===== config.mk =====
export PLATFORM = sky130hd
export DESIGN_NAME = biphase_tx_seq
export DESIGN_NICKNAME = d
export VERILOG_FILES = /design/src/rtl/biphase_tx_pkg.sv /design/src/rtl/biphase_tx_cfg.sv /design/src/rtl/biphase_tx_fsm.sv /design/src/rtl/biphase_tx_drive.sv /design/src/rtl/biphase_tx_seq.sv
export SDC_FILE = /design/constraint.sdc
export NUM_CORES = 1
export LEC_CHECK = 0
export BUFFER_PORTS_ARGS = -buffer_cell sky130_fd_sc_hd__buf_4
export CORE_ASPECT_RATIO = 0.75
export CORE_MARGIN = 3
export CORE_UTILIZATION = 35
export DETAILED_ROUTE_END_ITERATION = 6
export PLACE_DENSITY = 0.61
export SLEW_MARGIN = 20
export SYNTH_ARGS = -nofsm -noshare
export SYNTH_HDL_FRONTEND = slang
export SYNTH_SLANG_ARGS = --single-unit

===== constraint.sdc =====
create_clock -name clk_i -period 1.65 [get_ports clk_i]
set_input_delay 0.0825 -clock clk_i [delete_from_list [all_inputs] [get_ports clk_i]]
set_output_delay 0.0825 -clock clk_i [all_outputs]
set_load 0.02 [all_outputs]

===== src/rtl/biphase_tx_pkg.sv =====
package biphase_tx_pkg;
  localparam int unsigned DEF_HALF_W = 6;
  localparam int unsigned DEF_DLY_W  = 7;
  localparam int unsigned DEF_CNT_W  = 5;

  typedef enum logic [2:0] {
    PH_IDLE = 3'd0,
    PH_WAIT = 3'd1,
    PH_PU   = 3'd2,
    PH_GAPU = 3'd3,
    PH_RZU  = 3'd4,
    PH_PD   = 3'd5,
    PH_GAPD = 3'd6,
    PH_RZD  = 3'd7
  } phase_e;
endpackage


===== src/rtl/biphase_tx_cfg.sv =====
module biphase_tx_cfg #(
  parameter int unsigned HALF_W = 6
) (
  input  logic              clk_i,
  input  logic              rst_ni,
  input  logic              load_i,
  input  logic [HALF_W-1:0] half_i,
  output logic [HALF_W-1:0] drv_m1_o,
  output logic [HALF_W-1:0] rz_m1_o
);
  logic [HALF_W-1:0] half_q;
  logic [HALF_W-1:0] drv_len;

  always_ff @(posedge clk_i or negedge rst_ni) begin
    if (!rst_ni) begin
      half_q <= '0;
    end else if (load_i) begin
      half_q <= half_i;
    end
  end

  // Drive phase takes floor(H/2); return phase takes the rest minus the idle clock.
  always_comb begin
    drv_len  = half_q >> 1;
    drv_m1_o = drv_len - HALF_W'(1);
    rz_m1_o  = half_q - drv_len - HALF_W'(2);
  end
endmodule


===== src/rtl/biphase_tx_fsm.sv =====
module biphase_tx_fsm
  import biphase_tx_pkg::*;
#(
  parameter int unsigned HALF_W = 6,
  parameter int unsigned DLY_W  = 7,
  parameter int unsigned CNT_W  = 5
) (
  input  logic              clk_i,
  input  logic              rst_ni,
  input  logic              trig_i,
  input  logic [DLY_W-1:0]  dly_i,
  input  logic [CNT_W-1:0]  cnt_i,
  input  logic [HALF_W-1:0] drv_m1_i,
  input  logic [HALF_W-1:0] rz_m1_i,
  output logic              load_o,
  output phase_e            phase_o,
  output logic              done_o
);
  localparam int unsigned TW = (DLY_W > HALF_W) ? DLY_W : HALF_W;

  phase_e           state_q, state_d;
  logic [TW-1:0]    tmr_q, tmr_d;
  logic [CNT_W-1:0] left_q, left_d;
  logic             done_q, done_d;
  logic             tmr_zero;

  assign tmr_zero = (tmr_q == '0);

  always_comb begin
    state_d = state_q;
    tmr_d   = tmr_q;
    left_d  = left_q;
    done_d  = 1'b0;
    load_o  = 1'b0;
    unique case (state_q)
      PH_IDLE: begin
        if (trig_i && (cnt_i != '0)) begin
          load_o  = 1'b1;
          state_d = PH_WAIT;
          tmr_d   = TW'(dly_i);
          left_d  = cnt_i;
        end
      end
      PH_WAIT: begin
        if (tmr_zero) begin
          state_d = PH_PU;
          tmr_d   = TW'(drv_m1_i);
        end else begin
          tmr_d = tmr_q - TW'(1);
        end
      end
      PH_PU: begin
        if (tmr_zero) state_d = PH_GAPU;
        else          tmr_d   = tmr_q - TW'(1);
      end
      PH_GAPU: begin
        state_d = PH_RZU;
        tmr_d   = TW'(rz_m1_i);
      end
      PH_RZU: begin
        if (tmr_zero) begin
          state_d = PH_PD;
          tmr_d   = TW'(drv_m1_i);
        end else begin
          tmr_d = tmr_q - TW'(1);
        end
      end
      PH_PD: begin
        if (tmr_zero) state_d = PH_GAPD;
        else          tmr_d   = tmr_q - TW'(1);
      end
      PH_GAPD: begin
        state_d = PH_RZD;
        tmr_d   = TW'(rz_m1_i);
      end
      PH_RZD: begin
        if (tmr_zero) begin
          if (left_q == CNT_W'(1)) begin
            state_d = PH_IDLE;
            done_d  = 1'b1;
          end else begin
            state_d = PH_PU;
            left_d  = left_q - CNT_W'(1);
            tmr_d   = TW'(drv_m1_i);
          end
        end else begin
          tmr_d = tmr_q - TW'(1);
        end
      end
      default: state_d = PH_IDLE;
    endcase
  end

  always_ff @(posedge clk_i or negedge rst_ni) begin
    if (!rst_ni) begin
      state_q <= PH_IDLE;
      tmr_q   <= '0;
      left_q  <= '0;
      done_q  <= 1'b0;
    end else begin
      state_q <= state_d;
      tmr_q   <= tmr_d;
      left_q  <= left_d;
      done_q  <= done_d;
    end
  end

  assign phase_o = state_q;
  assign done_o  = done_q;
endmodule


===== src/rtl/biphase_tx_drive.sv =====
module biphase_tx_drive
  import biphase_tx_pkg::*;
(
  input  phase_e phase_i,
  output logic   pu_o,
  output logic   pd_o,
  output logic   rzu_o,
  output logic   rzd_o
);
  always_comb begin
    pu_o  = (phase_i == PH_PU);
    pd_o  = (phase_i == PH_PD);
    rzu_o = (phase_i == PH_RZU);
    rzd_o = (phase_i == PH_RZD);
  end
endmodule


===== src/rtl/biphase_tx_seq.sv =====
module biphase_tx_seq
  import biphase_tx_pkg::*;
#(
  parameter int unsigned HALF_W = DEF_HALF_W,
  parameter int unsigned DLY_W  = DEF_DLY_W,
  parameter int unsigned CNT_W  = DEF_CNT_W
) (
  input  logic              clk_i,
  input  logic              rst_ni,
  input  logic              trig_i,
  input  logic [HALF_W-1:0] half_per_i,
  input  logic [DLY_W-1:0]  fine_dly_i,
  input  logic [CNT_W-1:0]  burst_len_i,
  output logic              pu_o,
  output logic              pd_o,
  output logic              rzu_o,
  output logic              rzd_o,
  output logic              done_o
);
  logic [1:0]        rst_sync_q;
  logic              rst_n_int;
  logic              load;
  logic [HALF_W-1:0] drv_m1;
  logic [HALF_W-1:0] rz_m1;
  phase_e            phase;

  // Reset asserts at once and is released after two clock edges.
  always_ff @(posedge clk_i or negedge rst_ni) begin
    if (!rst_ni) rst_sync_q <= 2'b00;
    else         rst_sync_q <= {rst_sync_q[0], 1'b1};
  end
  assign rst_n_int = rst_sync_q[1];

  biphase_tx_cfg #(.HALF_W(HALF_W)) u_cfg (
    .clk_i    (clk_i),
    .rst_ni   (rst_n_int),
    .load_i   (load),
    .half_i   (half_per_i),
    .drv_m1_o (drv_m1),
    .rz_m1_o  (rz_m1)
  );

  biphase_tx_fsm #(.HALF_W(HALF_W), .DLY_W(DLY_W), .CNT_W(CNT_W)) u_fsm (
    .clk_i    (clk_i),
    .rst_ni   (rst_n_int),
    .trig_i   (trig_i),
    .dly_i    (fine_dly_i),
    .cnt_i    (burst_len_i),
    .drv_m1_i (drv_m1),
    .rz_m1_i  (rz_m1),
    .load_o   (load),
    .phase_o  (phase),
    .done_o   (done_o)
  );

  biphase_tx_drive u_drive (
    .phase_i (phase),
    .pu_o    (pu_o),
    .pd_o    (pd_o),
    .rzu_o   (rzu_o),
    .rzd_o   (rzd_o)
  );
endmodule


==> impl_metrics.yaml, run 1 <==
outcome:
  outcome: "complete, but fails checks"
  failed_checks: "negative setup slack"
yosys:
  synth_xor_xnor_area_share: 0.0394
  synthCells: 233
  synth_fp_nets: 273
  yosysWarningCount: 0
  ys_dominant_reg_cell: "sky130_fd_sc_hd__dfrtp_1"
  synth-simple-area-share: 0.166
  share_of_the_synthesized_area_in_the_top_cell_type: 0.300
  syn-cell-area_um2: 2000
  synth_async_sr_flop_share: 1.00
  main_combinational_cell_family_by_area_after_synthesis: "compound AO/OA/AOI/OAI gates"
  synth_adder_area_share: 0.134
  total_of_flip_flops_plus_latches_after_synthesis: 24
  synth_area_leader_cell: "sky130_fd_sc_hd__dfrtp_1"
  synth_compound_area_frac: 0.243
  count_of_flip_flops_with_a_built_in_enable_after_synthesis: 0
  synth.top_cells.by_area: "sky130_fd_sc_hd__dfrtp_1, sky130_fd_sc_hd__ha_1, sky130_fd_sc_hd__nand2_1"
  synth.distinct_cells: 55
  synth-seq-area-share: 0.300
  synth.area.mux_share: 0.0394
  synthMostInstantiatedCell: "sky130_fd_sc_hd__dfrtp_1"
  synthesis.area_per_instance_um2: 8.59
  synthTopCellsByCount: "sky130_fd_sc_hd__dfrtp_1, sky130_fd_sc_hd__nand2_1, sky130_fd_sc_hd__inv_1"
power_and_ir_drop:
  netSwitchingPower_uw: 2640
  max-vdd-ir-drop_mv: 0.826
  power.density_cell_area_nw_per_um2: 1910
  power.share.clock: 0.068
  swShare: 0.432
  internal-power_uw: 3470
  power.total_uw: 6120
  combinationalPowerShare: 0.752
  leakagePower_uw: 0.00145
  sequentialPowerShare: 0.181
clock_network:
  cts_max_path_buffers: 2
  cts_inserted_buffers: 3
  htree_levels: 1
  tritoncts_clock_tree: "done"
  clock_sink_count: 24
  clk_root_buffer_cell: "sky130_fd_sc_hd__clkbuf_8"
  cts.reportedPaths.clkPinSlew_ns: 0.09
  clock_insertion_delay_at_the_later_pin_of_the_skew_report_ns: 0.27
setup_path:
  critical_path.top_delay_family: "compound AO/OA/AOI/OAI gates"
  critical-path-slowest-cell: "sky130_fd_sc_hd__dfrtp_1"
  crit_path_cell_trace: "inv_2 > ha_4 > ha_4 > fa_2 > a21o_1 > a21oi_2 > xor2_1 > o211ai_1 > a21oi_1 > a211o_1"
  cp_num_buf_inv: 1
  slowest_delay_ns: 0.42
  cp.required_ns: 1.82
  rr_startpoint: "u_cfg.half_q[1]"
  timing.critical_path.to_type: "register"
  crit_path_max_fanout: 3
  critical-path-top-cell-by-count: "sky130_fd_sc_hd__ha_4"
  arrival_ns: 2.35
  critPathLaunchType: "register"
  crit_path_start: "u_cfg.half_q[1]"
  worst-setup-path-type: "register to register"
timing:
  fmaxAchievable_mhz: 458
  final.hold.worst_slack_ns: 0.0428
  grt_setup_unrepaired: "true"
  final.min_clock_period_ns: 2.18
  tcrit_tclk_final: 1.32
  worst_slew_margin_rel: 0.662
  slew_violations: 0
  finalSetupViolCount: 13
  transition_at_the_pin_with_the_smallest_max_transition_slack_ns: 0.507
  final.setup.worst_slack_ns: -0.531
  final.setup_skew_ns: 0.00899
  timing_hold_violations_final: 0
routing:
  drtPass1Iterations: 4
  drt-wirelength-per-cell_um: 14.8
  postRouteWirelength_mm: 6.10
  detail_route.iter0.violations: 96
  post_drt_via_cell_ratio: 5.11
  total_vias_in_the_final_route: 2106
  post_route_ant_nets: 0
  drcViolationCount: 0
cells_and_area:
  finalCoreUtilization: 0.590
  syn_to_final_growth_pct: 60.4
  multiInputGateArea_um2: 1510
  post_route_cells_drive_above_1_share: 0.534
  design.final.nets: 378
  seqCellArea_um2: 601
  fillerInstances: 476
  design_area_um2: 3210
  n_antenna_cell: 0
  non_filler_instance_count_after_layout: 412
job:
  drv_cap: 0
placed_design:
  place_hpwl_mm: 4.56
  numPlacedInstances: 393
  placed_cell_area_um2: 2820
  routability_cong: 0.870
  placement.io_buffers: 25
global_routing:
  global_route.usage.met1: 0.262
  antenna_found_initial: 0
  largest_net_degree_at_the_start_of_global_routing: 23
  grt_pass1_vias: 2091
  globalRouteOverflowTotal: 0
  gr-usage-met2: 0.295
  track_usage: 0.183
  met3_usage: 0.0357
  grt_pass1_wl_mm: 9.79
  busiest_layer: "met2"
die:
  fp.dieArea_um2: 6670
  rows: 23
  io-pin-count: 26
  dieWidth_um: 93.3
  core-area_um2: 5440
  start_util: 0.368
  die_y_um: 71.5
min_path:
  holdCritPathClass: "input pin to register"
  hold_start: "half_per_i[2]"
-- kinds of logic (layout without fill, tap and decap cells) --
family | count (synthesis) | in the layout
XOR/XNOR | 9 | 9
multiplexers | 7 | 7
AND/OR/NAND/NOR | 68 | 68
other | 1 | 1
buffers and inverters | 34 | 138
flip-flops | 24 | 24
adder cells (fa/ha/maj) | 21 | 21
AO/OA/AOI/OAI | 69 | 69
-- state kept, by name, indices dropped and copies added (netlist names) --
register,count
rst_sync_q,2
u_cfg.half_q,6
u_fsm.done_o,1
u_fsm.left_q,5
u_fsm.phase_o,3
u_fsm.tmr_q,7
-- metal layers --
metal	wire length, um	share of wire	vias up
li1	-	-	1035
met1	3000	0.49	1013
met2	2810	0.46	52
met3	235	0.039	6
met4	60	0.0098	0
met5	0	0	-
-- layout make-up --
cell class                 count  share of cell area
sequential                    24               0.187
multi-input combinational    175               0.470
timing repair buffer         111               0.269
inverter                      23              0.0277
clock buffer                   4              0.0172
tap                           75              0.0293
-- stage by stage --
stage	setup WS [ns]	setup TNS (ns)
detailed placement	-0.595	-3.86
global placement	-0.531	-3.44
CTS	-0.545	-3.10
floorplan	-0.526	-2.03
finish	-0.531	-3.08
global route	-0.675	-4.69
-- final timing paths --
path	end	slack, ns	depth (start not counted)
setup / recovery	u_fsm.tmr_q[5]	-0.53	10
hold / removal	u_cfg.half_q[2]	0.04	2
setup reg to reg	u_fsm.tmr_q[5]	-0.53	10
hold reg to reg	u_fsm.tmr_q[5]	0.22	1
max in group asynchronous	u_fsm.tmr_q[6]	1.19	1
min in group asynchronous	rst_sync_q[0]	0.12	2
-- timing repair --
action,in CTS,in global routing
hold buffers,1,0
cloned,1,0
setup buffers,12,3
pin swaps,20,12
setup endpoints to repair,16,22
hold endpoints to repair,2,0
resized for setup,36,17
-- power by group through the flow --
stage | logic, uW | clock network, uW | registers (uW)
2_1_floorplan | 2440 | 0 | 1050
6_report | 4600 | 413 | 1110
5_1_grt | 5070 | 454 | 1140
4_1_cts | 4410 | 425 | 1080
3_3_place_gp | 3970 | 0 | 1080
3_5_place_dp | 4020 | 0 | 1090
-- layout by cell type (no fill, tap or decap), types with 2 or more instances in the layout --
cell type                  count
sky130_fd_sc_hd__o21ai_1       3
sky130_fd_sc_hd__nand2_1      17
sky130_fd_sc_hd__nand2b_1      2
sky130_fd_sc_hd__nor2_1       16
sky130_fd_sc_hd__a21oi_2       5
sky130_fd_sc_hd__clkbuf_8      4
sky130_fd_sc_hd__o311ai_2      2
sky130_fd_sc_hd__o31ai_2       2
sky130_fd_sc_hd__a31oi_1       2
sky130_fd_sc_hd__a21o_1        2
sky130_fd_sc_hd__nand2_2       4
sky130_fd_sc_hd__inv_1        14
sky130_fd_sc_hd__mux2_2        7
sky130_fd_sc_hd__dfrtp_1      24
sky130_fd_sc_hd__xor2_1        3
sky130_fd_sc_hd__o211ai_1      2
sky130_fd_sc_hd__o21ai_2       5
sky130_fd_sc_hd__ha_4          7
sky130_fd_sc_hd__a22o_1        2
sky130_fd_sc_hd__nor3_1        6
sky130_fd_sc_hd__buf_6         7
sky130_fd_sc_hd__o21ai_0       9
sky130_fd_sc_hd__a211o_1       2
sky130_fd_sc_hd__xnor2_1       6
sky130_fd_sc_hd__inv_2         8
sky130_fd_sc_hd__nand3_1       3
sky130_fd_sc_hd__buf_4       103
sky130_fd_sc_hd__nand2_4       2
sky130_fd_sc_hd__ha_1         10
sky130_fd_sc_hd__a211oi_1      3
sky130_fd_sc_hd__nand3_2       2
sky130_fd_sc_hd__a21oi_1      10
sky130_fd_sc_hd__a22oi_2       3
sky130_fd_sc_hd__nor2b_1       2
sky130_fd_sc_hd__nand4_1       2
sky130_fd_sc_hd__o31ai_1       3
(Power assumes the default switching activity.)
==> run 2, diff against run 1 <==
--- a/config.mk
+++ b/config.mk
@@ -14,4 +14,5 @@
 export SLEW_MARGIN = 20
 export SYNTH_ARGS = -nofsm -noshare
 export SYNTH_HDL_FRONTEND = slang
+export SYNTH_HIERARCHICAL = 1
 export SYNTH_SLANG_ARGS = --single-unit
==> impl_metrics.yaml, run 2 <==
outcome:
  outcome: "complete, but fails checks"
  failed_checks: "negative setup slack"
yosys:
  yosysWarningCount: 6
  syn-cell-area_um2: 2090
  synth_fp_nets: 285
  synthMostInstantiatedCell: "sky130_fd_sc_hd__dfrtp_1"
  count_of_flip_flops_with_a_built_in_enable_after_synthesis: 0
  synth.top_cells.by_area: "sky130_fd_sc_hd__dfrtp_1, sky130_fd_sc_hd__ha_1, sky130_fd_sc_hd__o21ai_0"
  synthCells: 244
  synthTopCellsByCount: "sky130_fd_sc_hd__dfrtp_1, sky130_fd_sc_hd__inv_1, sky130_fd_sc_hd__nand2_1"
  total_of_flip_flops_plus_latches_after_synthesis: 24
  ys_dominant_reg_cell: "sky130_fd_sc_hd__dfrtp_1"
  synth_async_sr_flop_share: 1.00
  synth_area_leader_cell: "sky130_fd_sc_hd__dfrtp_1"
  synth-seq-area-share: 0.287
  synth.distinct_cells: 60
  share_of_the_synthesized_area_in_the_top_cell_type: 0.287
  synthesis.area_per_instance_um2: 8.58
clock_network:
  cts.reportedPaths.clkPinSlew_ns: 0.09
  tritoncts_clock_tree: "done"
  clock_sink_count: 24
  cts_max_path_buffers: 2
  htree_levels: 1
  clk_root_buffer_cell: "sky130_fd_sc_hd__clkbuf_8"
  cts_inserted_buffers: 3
  clock_insertion_delay_at_the_later_pin_of_the_skew_report_ns: 0.27
cells_and_area:
  design.final.nets: 377
  n_antenna_cell: 0
  non_filler_instance_count_after_layout: 410
  largest_reg_flops: 7
  final_common_cell: "sky130_fd_sc_hd__buf_4"
  post_route_cells_drive_above_1_share: 0.460
  top_register: "u_fsm/tmr_q"
  layout.cells.most_common_list: "sky130_fd_sc_hd__buf_4, sky130_fd_sc_hd__dfrtp_1, sky130_fd_sc_hd__inv_1, sky130_fd_sc_hd__nor2_1"
  syn_to_final_growth_pct: 51.9
  largestRegisters: "u_fsm/tmr_q: 7 flops, u_cfg/half_q: 6 flops, u_fsm/left_q: 5 flops"
power_and_ir_drop:
  swShare: 0.439
  netSwitchingPower_uw: 2750
  internal-power_uw: 3510
  sequentialPowerShare: 0.174
  max-vdd-ir-drop_mv: 0.794
  power.density_cell_area_nw_per_um2: 1970
  combinationalPowerShare: 0.761
  power.share.clock: 0.065
  leakagePower_uw: 0.00144
setup_path:
  cp.required_ns: 1.82
  critPathLaunchType: "register"
  arrival_ns: 2.36
  crit_path_max_fanout: 3
  timing.critical_path.to_type: "register"
  worst-setup-path-type: "register to register"
job:
  drv_cap: 0
global_routing:
  grt_pass1_vias: 2082
  gr-usage-met2: 0.289
  globalRouteOverflowTotal: 0
  busiest_layer: "met2"
  global_route.usage.met1: 0.250
  grt_pass1_wl_mm: 9.67
  track_usage: 0.178
  largest_net_degree_at_the_start_of_global_routing: 23
  antenna_found_initial: 0
  met3_usage: 0.0299
die:
  rows: 23
  start_util: 0.377
  fp.dieArea_um2: 6960
  dieWidth_um: 95.3
  die_y_um: 73.0
  core-area_um2: 5550
  io-pin-count: 26
timing:
  timing_hold_violations_final: 0
  grt_setup_unrepaired: "true"
  tcrit_tclk_final: 1.33
  final.min_clock_period_ns: 2.20
  slew_violations: 0
  finalSetupViolCount: 14
  final.setup.worst_slack_ns: -0.548
  fmaxAchievable_mhz: 455
  final.setup_skew_ns: 0.00505
placed_design:
  place_hpwl_mm: 4.50
  placement.io_buffers: 25
  numPlacedInstances: 392
  routability_cong: 0.831
  placement.setup.worst_slack_ns: -0.547
min_path:
  holdCritPathClass: "input pin to register"
routing:
  postRouteWirelength_mm: 5.97
  drtPass1Iterations: 6
  post_route_ant_nets: 0
  post_drt_via_cell_ratio: 5.20
  drt-wirelength-per-cell_um: 14.6
  detail_route.iter0.violations: 117
  drcViolationCount: 0
  total_vias_in_the_final_route: 2130
==> run 2: cells by family after synthesis <==
group           synth area share
buf+inv                   0.0669
xor+xnor                  0.0376
mux                      0.00478
flops                      0.287
fa+ha+maj                  0.128
compound gates             0.275
simple gates               0.200
other cells              0.00179
==> run 2: worst paths after layout <==
kind                                 start               to  depth (start not counted)  slack (ns)
setup / recovery           u_cfg/half_q[2]   u_fsm/tmr_q[3]                         11       -0.55
hold / removal               half_per_i[2]  u_cfg/half_q[2]                          3        0.01
setup reg to reg           u_cfg/half_q[2]   u_fsm/tmr_q[3]                         11       -0.55
hold reg to reg              rst_sync_q[1]  u_cfg/half_q[4]                          1        0.22
max in group asynchronous    rst_sync_q[1]   u_fsm/tmr_q[3]                          1        1.16
min in group asynchronous           rst_ni    rst_sync_q[0]                          2        0.12
==> run 2: final cells by class <==
type / instances / area (um^2)
Clock buffer: 4 / 55.1
Fill cell: 511 / 2370
Inverter: 23 / 86.3
Multi-Input combinational cell: 186 / 1560
Sequential cell: 24 / 604
Tap cell: 75 / 93.8
Timing Repair Buffer: 98 / 777
==> run 2: critical path, stage by stage, from the launching register on <==
cell                      delay, ns
sky130_fd_sc_hd__dfrtp_1       0.40
sky130_fd_sc_hd__inv_2         0.10
sky130_fd_sc_hd__ha_4          0.22
sky130_fd_sc_hd__ha_4          0.16
sky130_fd_sc_hd__fa_2          0.33
sky130_fd_sc_hd__buf_4         0.14
sky130_fd_sc_hd__buf_6         0.10
sky130_fd_sc_hd__xor2_1        0.13
sky130_fd_sc_hd__o21ai_1       0.07
sky130_fd_sc_hd__o311a_1       0.18
sky130_fd_sc_hd__o22ai_1       0.07
sky130_fd_sc_hd__a22o_1        0.20
==> run 2: layer usage <==
layer	part of all wire	vias to the layer above	wire [um]
met2	0.47	42	2790
met4	0.0085	0	51
li1	-	1072	-
met5	0	-	0
met1	0.48	1012	2870
met3	0.043	4	259
==> run 2: power by group through the flow <==
stage | logic (uW) | clock network [uW] | registers (uW)
after global routing | 5240 | 451 | 1120
after CTS | 4490 | 427 | 1100
after floorplan | 2560 | 0 | 1110
final | 4760 | 408 | 1090
after detailed placement | 4120 | 0 | 1090
after global placement | 4040 | 0 | 1080
==> run 2: what timing repair did <==
| action | in CTS | in global routing |
|---|---|---|
| pin swaps | 13 | 20 |
| hold buffers | 1 | 0 |
| resized for setup | 35 | 16 |
| endpoints found under the hold margin | 2 | 0 |
| gates cloned | 1 | 0 |
| endpoints found under the setup margin | 21 | 22 |
| setup buffers | 5 | 11 |
==> run 2: metrics by stage <==
| step | util | hold slack (ns) | cell area (um^2) | setup TNS [ns] | power, uW |
|---|---|---|---|---|---|
| global placement | 0.510 | -0.133 | 2840 | -3.47 | 5120 |
| global route | 0.573 | 0.00986 | 3180 | -4.68 | 6820 |
| floorplan | - | -0.213 | 2190 | -1.97 | 3670 |
| detailed placement | 0.510 | -0.133 | 2840 | -3.75 | 5210 |
| CTS | 0.551 | 0.00769 | 3060 | -3.35 | 6020 |
| finish | 0.573 | 0.0150 | 3180 | -3.59 | 6260 |
==> run 3, diff against run 2 <==
--- a/config.mk
+++ b/config.mk
@@ -6,7 +6,7 @@
 export NUM_CORES = 1
 export LEC_CHECK = 0
 export BUFFER_PORTS_ARGS = -buffer_cell sky130_fd_sc_hd__buf_4
-export CORE_ASPECT_RATIO = 0.75
+export CORE_ASPECT_RATIO = 0.5
 export CORE_MARGIN = 3
 export CORE_UTILIZATION = 35
 export DETAILED_ROUTE_END_ITERATION = 6
==> impl_metrics.yaml, run 3 (synthesis gave the netlist of run 2 again) <==
timing:
  final.setup_skew_ns: 0.00289
  final.min_clock_period_ns: 2.18
  timing.setup.tns_ns: -3.04
  timing_hold_violations_final: 0
  fmaxAchievable_mhz: 460
  grt_setup_unrepaired: "true"
  finalSetupViolCount: 14
  final.setup.worst_slack_ns: -0.526
  slew_violations: 0
  tcrit_tclk_final: 1.32
die:
  fp.dieArea_um2: 7000
  die_y_um: 60.7
  core-area_um2: 5630
  rows: 19
  start_util: 0.372
  io-pin-count: 26
  dieWidth_um: 115
routing:
  drcViolationCount: 0
  post_drt_via_cell_ratio: 5.24
  post_route_ant_nets: 0
  detail_route.iter0.violations: 154
  drtPass1Iterations: 4
  postRouteWirelength_mm: 5.72
  total_vias_in_the_final_route: 2115
  drt-wirelength-per-cell_um: 14.1
global_routing:
  globalRouteOverflowTotal: 0
  grt_pass1_wl_mm: 9.67
  largest_net_degree_at_the_start_of_global_routing: 23
  grt_pass1_vias: 2113
  track_usage: 0.172
  antenna_found_initial: 0
clock_network:
  cts_max_path_buffers: 2
  cts.reportedPaths.clkPinSlew_ns: 0.06
  clock_sink_count: 24
  clk_root_buffer_cell: "sky130_fd_sc_hd__clkbuf_16"
  clock_insertion_delay_at_the_later_pin_of_the_skew_report_ns: 0.26
  cts_inserted_buffers: 3
  tritoncts_clock_tree: "done"
  htree_levels: 1
cells_and_area:
  syn_to_final_growth_pct: 52.3
  n_antenna_cell: 0
  non_filler_instance_count_after_layout: 404
  post_route_cells_drive_above_1_share: 0.453
  design.final.nets: 373
  finalCoreUtilization: 0.566
  top_register: "u_fsm/tmr_q"
  layout.cells.most_common_list: "sky130_fd_sc_hd__buf_4, sky130_fd_sc_hd__dfrtp_1, sky130_fd_sc_hd__nor2_1"
  final_common_cell: "sky130_fd_sc_hd__buf_4"
  largestRegisters: "u_fsm/tmr_q: 7 flops, u_cfg/half_q: 6 flops, u_fsm/left_q: 5 flops"
  largest_reg_flops: 7
  design_area_um2: 3190
setup_path:
  rr_startpoint: "u_cfg/half_q[1]"
  timing.critical_path.to_type: "register"
  crit_path_start: "u_cfg/half_q[1]"
  arrival_ns: 2.37
  worstReg2RegEnd: "u_fsm/tmr_q[5]"
  cp.required_ns: 1.85
  crit_path_max_fanout: 3
  r2r_cells: 11
  worst-setup-path-type: "register to register"
  regToRegSetupSlack_ns: -0.53
  critical_path.endpoint: "u_fsm/tmr_q[5]"
  critPathLaunchType: "register"
power_and_ir_drop:
  max-vdd-ir-drop_mv: 0.659
  power.density_cell_area_nw_per_um2: 1990
  power.total_uw: 6360
  leakagePower_uw: 0.00143
placed_design:
  placed_cell_area_um2: 2860
  placement.io_buffers: 25
  place_hpwl_mm: 4.27
  routability_cong: 0.863
  numPlacedInstances: 393
min_path:
  hold_start: "half_per_i[4]"
  holdCritPathClass: "input pin to register"
outcome:
  outcome: "complete, but fails checks"
  failed_checks: "negative setup slack"
job:
  drv_cap: 0
==> run 3: changes by cell type in the layout (fill, tap and decap cells not counted), moves of 2 or more <==
cell,delta
sky130_fd_sc_hd__dfrtp_2,-2
sky130_fd_sc_hd__clkbuf_16,+3
sky130_fd_sc_hd__buf_4,-3
sky130_fd_sc_hd__dfrtp_1,+2
sky130_fd_sc_hd__clkbuf_8,-3
sky130_fd_sc_hd__o21ai_2,-2
==> run 3: routing by layer <==
layer / up-vias / wire, um / track usage
met1: 1008 / 2630 / 0.229
li1: 1057 / - / -
met2: 44 / 2810 / 0.313
met3: 6 / 232 / 0.0249
met4: 0 / 42 / 0.0217
met5: - / 0 / 0
==> run 3: worst max-delay path: stages (launching register included) <==
cell and delay, ns:
sky130_fd_sc_hd__dfrtp_1 0.40, sky130_fd_sc_hd__inv_2 0.09, sky130_fd_sc_hd__ha_4 0.21, sky130_fd_sc_hd__ha_4 0.16, sky130_fd_sc_hd__fa_2 0.33, sky130_fd_sc_hd__a21o_1 0.19
sky130_fd_sc_hd__a21oi_2 0.12, sky130_fd_sc_hd__xor2_1 0.14, sky130_fd_sc_hd__o21ai_1 0.08, sky130_fd_sc_hd__a21bo_2 0.20, sky130_fd_sc_hd__o221ai_2 0.05, sky130_fd_sc_hd__a22o_1 0.14
==> run 3: cell type report <==
| cell class | count | area, um^2 |
|---|---|---|
| clock buffers | 4 | 88.8 |
| fillers | 497 | 2440 |
| inverters | 23 | 86.3 |
| multi-input cells | 186 | 1570 |
| flip-flops and latches | 24 | 602 |
| well taps | 73 | 91.3 |
| repair buffers | 94 | 754 |
==> run 3: per-stage QoR <==
| stage | setup WS, ns | hold WS [ns] |
|---|---|---|
| 3_3_place_gp | -0.514 | -0.136 |
| 3_5_place_dp | -0.552 | -0.133 |
| 6_report | -0.526 | 0.0299 |
| 5_1_grt | -0.655 | 0.0330 |
| 2_1_floorplan | -0.493 | -0.213 |
| 4_1_cts | -0.560 | 0.0252 |
==> run 3: report_power, final <==
part	internal [uW]	switching (uW)
clock	371	207
sequential	853	232
combinational	2380	2320
==> run 3: worst min-delay path by stage <==
stage | to | slack, ns | cells past startpoint
after global routing | u_cfg/half_q[4] | 0.03 | 3
final | u_cfg/half_q[4] | 0.03 | 3
after CTS | u_cfg/half_q[4] | 0.03 | 3
after global placement | rst_sync_q[1] | -0.14 | 1
after floorplan | rst_sync_q[0] | -0.21 | 0
after detailed placement | rst_sync_q[1] | -0.13 | 1
==> run 3: what timing repair did <==
item | in CTS | in global routing
setup endpoints to repair | 15 | 20
buffers inserted | 6 | 0
resized for setup | 26 | 21
pin swaps | 16 | 15
endpoints found under the hold margin | 2 | 0
hold buffers | 1 | 0
